==> src/rtl/mac_array_pkg.sv <==
package mac_array_pkg;

  // Cycles from an accepted operand set to its result.
  function automatic int unsigned mac_latency(input int unsigned k, input bit pipe);
    return pipe ? k : 0;
  endfunction

  // Majority of three bits: the carry of a full adder.
  function automatic logic fa_carry(input logic p, input logic q, input logic r);
    return (p & q) | (p & r) | (q & r);
  endfunction

  // Sum bit of a full adder.
  function automatic logic fa_sum(input logic p, input logic q, input logic r);
    return p ^ q ^ r;
  endfunction

endpackage

==> src/rtl/mac_rst_sync.sv <==
module mac_rst_sync (
  input  logic clk,
  input  logic rst_n,
  output logic rst_sync_n
);

  logic [1:0] sync_q;

  always_ff @(posedge clk or negedge rst_n) begin
    if (!rst_n) sync_q <= 2'b00;
    else        sync_q <= {sync_q[0], 1'b1};
  end

  assign rst_sync_n = sync_q[1];

endmodule

==> src/rtl/mac_pp_gen.sv <==
module mac_pp_gen #(
  parameter int unsigned K  = 8,
  parameter int unsigned W  = 2 * K,
  parameter int unsigned SH = 0
) (
  input  logic [K-1:0] mult_a,
  input  logic         sel_bit,
  output logic [W-1:0] pp
);

  // One AND gate for each bit of the multiple, placed at weight SH.
  for (genvar j = 0; j < W; j++) begin : g_bit
    if (j >= SH && j < SH + K) begin : g_and
      assign pp[j] = mult_a[j-SH] & sel_bit;
    end else begin : g_zero
      assign pp[j] = 1'b0;
    end
  end

endmodule

==> src/rtl/mac_csa_row.sv <==
module mac_csa_row #(
  parameter int unsigned W = 16
) (
  input  logic [W-1:0] in_p,
  input  logic [W-1:0] in_q,
  input  logic [W-1:0] in_r,
  output logic [W-1:0] sum_v,
  output logic [W-1:0] carry_v,
  output logic         spill
);

  import mac_array_pkg::*;

  logic [W:0] cy;

  assign cy[0] = 1'b0;
  for (genvar j = 0; j < W; j++) begin : g_fa
    assign sum_v[j] = fa_sum(in_p[j], in_q[j], in_r[j]);
    assign cy[j+1]  = fa_carry(in_p[j], in_q[j], in_r[j]);
  end

  // Carries move one column left: only neighbouring columns are wired.
  assign carry_v = cy[W-1:0];
  assign spill   = cy[W];

endmodule

==> src/rtl/mac_cpa.sv <==
module mac_cpa #(
  parameter int unsigned W = 16
) (
  input  logic [W-1:0] op_s,
  input  logic [W-1:0] op_c,
  output logic [W-1:0] total,
  output logic         cout
);

  import mac_array_pkg::*;

  logic [W:0] rc;

  assign rc[0] = 1'b0;
  for (genvar j = 0; j < W; j++) begin : g_ripple
    assign total[j] = fa_sum(op_s[j], op_c[j], rc[j]);
    assign rc[j+1]  = fa_carry(op_s[j], op_c[j], rc[j]);
  end

  assign cout = rc[W];

endmodule

==> src/rtl/mac_stage.sv <==
module mac_stage #(
  parameter int unsigned K    = 8,
  parameter int unsigned W    = 2 * K,
  parameter int unsigned IDX  = 1,
  parameter bit          PIPE = 1'b1
) (
  input  logic         clk,
  input  logic         rst_n,
  input  logic         v_in,
  input  logic [K-1:0] a_in,
  input  logic [K-1:0] x_in,
  input  logic [W-1:0] s_in,
  input  logic [W-1:0] c_in,
  output logic         v_out,
  output logic [K-1:0] a_out,
  output logic [K-1:0] x_out,
  output logic [W-1:0] s_out,
  output logic [W-1:0] c_out
);

  logic [W-1:0] pp;
  logic [W-1:0] s_nxt;
  logic [W-1:0] c_nxt;
  logic         spill;

  mac_pp_gen #(.K(K), .W(W), .SH(IDX)) u_pp (
    .mult_a  (a_in),
    .sel_bit (x_in[IDX]),
    .pp      (pp)
  );

  mac_csa_row #(.W(W)) u_row (
    .in_p    (s_in),
    .in_q    (c_in),
    .in_r    (pp),
    .sum_v   (s_nxt),
    .carry_v (c_nxt),
    .spill   (spill)
  );

  AST_CSA_SUM: assert property (@(posedge clk) disable iff (!rst_n)
    v_in |-> (s_nxt + c_nxt == s_in + c_in + pp) && !c_nxt[0]);
  AST_ROW_NO_SPILL: assert property (@(posedge clk) disable iff (!rst_n)
    v_in |-> !spill);

  if (PIPE) begin : g_reg
    logic         v_q;
    logic [K-1:0] a_q, a_d;
    logic [K-1:0] x_q, x_d;
    logic [W-1:0] s_q, s_d;
    logic [W-1:0] c_q, c_d;

    // Next state: data registers load only when a valid set passes.
    always_comb begin
      a_d = a_q;
      x_d = x_q;
      s_d = s_q;
      c_d = c_q;
      if (v_in) begin
        a_d = a_in;
        x_d = x_in;
        s_d = s_nxt;
        c_d = c_nxt;
      end
    end

    always_ff @(posedge clk) begin
      a_q <= a_d;
      x_q <= x_d;
      s_q <= s_d;
      c_q <= c_d;
    end

    always_ff @(posedge clk or negedge rst_n) begin
      if (!rst_n) v_q <= 1'b0;
      else        v_q <= v_in;
    end

    AST_VALID_SET: assert property (@(posedge clk) disable iff (!rst_n)
      v_in |=> v_q);
    AST_VALID_CLR: assert property (@(posedge clk) disable iff (!rst_n)
      !v_in |=> !v_q);

    assign v_out = v_q;
    assign a_out = a_q;
    assign x_out = x_q;
    assign s_out = s_q;
    assign c_out = c_q;
  end else begin : g_wire
    assign v_out = v_in;
    assign a_out = a_in;
    assign x_out = x_in;
    assign s_out = s_nxt;
    assign c_out = c_nxt;
  end

endmodule

==> src/rtl/mac_array.sv <==
module mac_array #(
  parameter int unsigned K    = 8,
  parameter bit          PIPE = 1'b1
) (
  input  logic           clk,
  input  logic           rst_n,
  input  logic           valid_in,
  input  logic [K-1:0]   a_in,
  input  logic [K-1:0]   x_in,
  input  logic [K-1:0]   y_in,
  output logic           valid_out,
  output logic [2*K-1:0] result
);

  import mac_array_pkg::*;

  localparam int unsigned W    = 2 * K;
  localparam int unsigned ROWS = K - 1;
  localparam int unsigned LAT  = mac_latency(K, PIPE);

  logic rst_i_n;

  mac_rst_sync u_rst (
    .clk        (clk),
    .rst_n      (rst_n),
    .rst_sync_n (rst_i_n)
  );

  // Chain index r feeds carry-save row r; index ROWS is the adder input.
  logic         v_ch [ROWS+1];
  logic [K-1:0] a_ch [ROWS+1];
  logic [K-1:0] x_ch [ROWS+1];
  logic [W-1:0] s_ch [ROWS+1];
  logic [W-1:0] c_ch [ROWS+1];
  logic [W-1:0] pp0;

  mac_pp_gen #(.K(K), .W(W), .SH(0)) u_pp0 (
    .mult_a  (a_in),
    .sel_bit (x_in[0]),
    .pp      (pp0)
  );

  // The addend takes the slot a plain multiplier would tie to zero.
  assign v_ch[0] = valid_in;
  assign a_ch[0] = a_in;
  assign x_ch[0] = x_in;
  assign s_ch[0] = {{K{1'b0}}, y_in};
  assign c_ch[0] = pp0;

  for (genvar r = 0; r < ROWS; r++) begin : g_row
    mac_stage #(.K(K), .W(W), .IDX(r + 1), .PIPE(PIPE)) u_stage (
      .clk   (clk),
      .rst_n (rst_i_n),
      .v_in  (v_ch[r]),
      .a_in  (a_ch[r]),
      .x_in  (x_ch[r]),
      .s_in  (s_ch[r]),
      .c_in  (c_ch[r]),
      .v_out (v_ch[r+1]),
      .a_out (a_ch[r+1]),
      .x_out (x_ch[r+1]),
      .s_out (s_ch[r+1]),
      .c_out (c_ch[r+1])
    );
  end

  logic [W-1:0] sum_w;
  logic         cpa_cout;

  mac_cpa #(.W(W)) u_cpa (
    .op_s  (s_ch[ROWS]),
    .op_c  (c_ch[ROWS]),
    .total (sum_w),
    .cout  (cpa_cout)
  );

  AST_NO_OVERFLOW: assert property (@(posedge clk) disable iff (!rst_i_n)
    v_ch[ROWS] |-> !cpa_cout);

  if (PIPE) begin : g_out_reg
    logic         vo_q;
    logic [W-1:0] res_q, res_d;

    always_comb begin
      res_d = res_q;
      if (v_ch[ROWS]) res_d = sum_w;
    end

    always_ff @(posedge clk) begin
      res_q <= res_d;
    end

    always_ff @(posedge clk or negedge rst_i_n) begin
      if (!rst_i_n) vo_q <= 1'b0;
      else          vo_q <= v_ch[ROWS];
    end

    AST_OUT_HOLD: assert property (@(posedge clk) disable iff (!rst_i_n)
      !v_ch[ROWS] |=> $stable(res_q));

    assign valid_out = vo_q;
    assign result    = res_q;
  end else begin : g_out_wire
    assign valid_out = v_ch[ROWS];
    assign result    = sum_w;
  end

  initial begin
    if (K < 2) $error("mac_array: K must be at least 2");
    if (LAT != (PIPE ? K : 0)) $error("mac_array: latency mismatch");
  end

endmodule

==> config.mk <==
export PLATFORM = sky130hd
export DESIGN_NAME = mac_array
export DESIGN_NICKNAME = d
export VERILOG_FILES = /design/src/rtl/mac_array_pkg.sv /design/src/rtl/mac_rst_sync.sv /design/src/rtl/mac_pp_gen.sv /design/src/rtl/mac_csa_row.sv /design/src/rtl/mac_cpa.sv /design/src/rtl/mac_stage.sv /design/src/rtl/mac_array.sv
export SDC_FILE = /design/constraint.sdc
export NUM_CORES = 1
export LEC_CHECK = 0
export ABC_CLOCK_PERIOD_IN_PS = 800
export BUFFER_PORTS_ARGS = -buffer_cell sky130_fd_sc_hd__buf_4
export CAP_MARGIN = 30
export CORE_ASPECT_RATIO = 1.75
export CORE_MARGIN = 10
export CORE_UTILIZATION = 54
export DETAILED_ROUTE_END_ITERATION = 16
export HOLD_SLACK_MARGIN = 0.12
export PLACE_DENSITY = 0.78
export SYNTH_ARGS = -nofsm -noshare
export SYNTH_HDL_FRONTEND = slang
export SYNTH_SLANG_ARGS = --single-unit
==> constraint.sdc <==
create_clock -name clk -period 0.8 [get_ports clk]
set_input_delay 0.16 -clock clk [delete_from_list [all_inputs] [get_ports clk]]
set_output_delay 0.16 -clock clk [all_outputs]
set_load 0.02 [all_outputs]
==> metrics <==
Worst path top cell family by delay adder cells; Avg Inst Size Synth 23.44 um2; CTS tree yes; Die Span Y 187.4 um; WP data required 1160 ps; routed via count 3441; Setup Viol. Count Final 324; Vias/cell 5.060; area occupied by multi-input gates 0.001961 mm2; Die X 115.7 um; htree depth 1; Worst setup endpoint result[14]; Buf/Inv on CP 2; Worst path depth 10; fill count 870; Max-Cap Viols 0; Syn-to-layout area delta 27.67%; post-synthesis net count 460; first-pass GRT wire length 19890 um; WL/cell 18.63 um; ANT nets after route 0; Final period util 4.126; Synth Area in Adders 0.1412; Synth Area in Compound Gates 0; Mapped Area 0.008651 mm2; Syn Inst Count 369; Hold Crit Class in2reg; mux contribution to synthesized area 0; Sum Neg Setup Slack -92830 ps; vias in the first global route 4100; fin area 0.01104 mm2; CP endpoint kind flip-flop; worst reg2reg path startpoint g_row[6].u_stage.s_out[7]; Slew Viols, Final 0; storage element area 0.007033 mm2; Total Wirelength 12670 um; upper clock frequency limit 303.0 MHz; layout cell share with drive strength beyond 1 0.4481; failing checks negative setup slack; hpwl dp 7115 um; area of the core 0.01580 mm2; Startpoint Class flip-flop; PnR Total Power 0.02869 W; GRT Resource Usage Total 0.1181; Top Ports 44; fin crit period 3301 ps; WS Path Type reg2reg; # DRC 0; status finished with violations; clock root buffer master clkbuf_16; IO Port Bufs 43; Initial Util 0.5476; Clk pin slew, worst setup/hold paths 70 ps; Yosys cell types 7; initial detailed-routing violation count 120; PwrDens 2598 mW/mm2; CP max stage cell fa_1; register area share after synthesis 0.8100; setup ws final -2501 ps; 1st-pass router iterations 4; RSZ-0062 raised after global routing true; routability cong. 0.6915; Fin. Hold Viols 0; row count 61; placement-stage cell area 0.009562 mm2; crit path max fanout 1; CP Cell Sequence ha_2 -> fa_2 -> fa_2 -> fa_2 -> fa_2 -> fa_2 -> fa_2 -> inv_2 -> fa_1 -> inv_1; diodes inserted 0; yosys warns 0; combinational family with the most area after synthesis adder cells; clock tree buffer depth 3; CP most frequent cell fa_2; Yosys reg bits 235; Synth Area in XOR/XNOR 0; clk_skew 8.770 ps; initial antenna violation count 0; Register-to-Register Path Depth 10; Clk Latency, worst-skew pair 490 ps; Critical Path AT 3660 ps; maximum vdd drop 1.738 mV; Die ar. 0.02168 mm2; r2r setup slk -2500 ps; worst slack, placed -2514 ps; Crit. Startpoint g_row[6].u_stage.s_out[7]; Layout Nets 569; slowest stage delay, CP 400 ps; LEAKAGE 4.012 nW; GRT overflow 0; largest net degree at the start of global routing 22; Post-Synth Simple-Gate Area 0.04628; fin util 0.6991; clk sink count 235; reg2reg end result[14]; CTS Buf Count 20
==> repair_timing <==
| item | CTS | global route |
|---|---|---|
| setup endpoints to repair | 327 | 347 |
| buffers inserted | 14 | 0 |
| gates cloned | 4 | 2 |
| resized for setup | 42 | 7 |
| pin swaps | 58 | 4 |
| hold buffers | 19 | 1 |
| endpoints found under the hold margin | 65 | 16 |
==> layer usage <==
layer,vias up,global-route usage,share of wire
met1,1768,0.1023,0.29
met2,78,0.2427,0.64
met3,24,0.02473,0.045
met5,-,0,0
met4,0,0.04449,0.024
li1,1571,-,-
==> worst register-to-register path: cells and delay by family, from the launching register on <==
| kind | cells | cell delay, ps |
|---|---|---|
| fa+ha+maj | 8 | 2670 |
| buf+inv | 2 | 120 |
| flops | 1 | 390 |
==> worst min path at each step <==
stage	startpoint	endpoint	slack, ps	cells after the start
after floorplan	rst_n	u_rst.sync_q[0]	-140	0
after global routing	y_in[7]	g_row[0].u_stage.c_out[8]	30	2
after detailed placement	rst_n	u_rst.sync_q[0]	-60	1
after CTS	y_in[7]	g_row[0].u_stage.c_out[8]	30	2
final	y_in[6]	g_row[0].u_stage.c_out[7]	40	2
after global placement	rst_n	u_rst.sync_q[0]	-60	1
==> cell usage in the layout (no fill, tap or decap) <==
cell,synthesis,layout
buf_16,0,4
inv_1,5,4
dfrtp_4,0,7
buf_4,0,29
buf_6,0,18
conb_1,1,1
fa_2,0,55
dfrtp_1,10,3
dlymetal6s4s_1,0,1
edfxtp_1,225,225
clkbuf_1,0,1
fa_1,56,1
ha_2,0,3
clkinv_2,0,2
dlygate4sd3_1,0,18
clkinv_1,0,4
buf_8,0,1
clkbuf_16,0,23
buf_12,0,14
bufinv_16,0,5
inv_2,0,1
inv_6,0,1
and2_4,0,51
clkbuf_8,0,1
ha_4,0,5
and2_1,64,13
==> power by group <==
group / total (W) / internal, W / leakage, nW / switching (W)
registers: 0.0160 / 0.0152 / 2.35 / 0.000759
clock network: 0.0106 / 0.00648 / 0.356 / 0.00407
logic: 0.00217 / 0.00125 / 1.30 / 0.000922
total: 0.0287 / 0.0229 / 4.01 / 0.00576
==> layout make-up <==
cell class,count,share of cell area
flip-flops and latches,235,0.6368
multi-input cells,129,0.1775
repair buffers,87,0.09675
clock buffers,23,0.04917
well taps,189,0.02141
clock inverters,12,0.01665
inverters,5,0.001699
==> cells in the mapped netlist <==
cell type / number / share of area
and2_1: 64 / 0.046
conb_1: 1 / 0.00043
edfxtp_1: 225 / 0.78
ha_1: 8 / 0.012
inv_1: 5 / 0.0022
dfrtp_1: 10 / 0.029
fa_1: 56 / 0.13
==> through the flow <==
stage | std cells | hold slack (ps)
floorplan | 369 | -135.6
global placement | 606 | -56.13
detailed placement | 606 | -55.82
CTS | 678 | 25.23
global route | 680 | 32.45
finish | 680 | 42.61
==> sequential cells by signal, summed over array words and instances (netlist names) <==
name                 cells
result                  16
g_row.u_stage.s_out     84
g_row.u_stage.x_out     21
g_row.u_stage.v_out      7
u_rst.sync_q             2
valid_out                1
g_row.u_stage.c_out     56
g_row.u_stage.a_out     48
==> kinds of logic after synthesis <==
kind of cell | Yosys count
other cells | 1
buf+inv | 5
flops | 235
fa+ha+maj | 64
simple gates | 64
No activity file was read; power rests on OpenSTA's default activity.
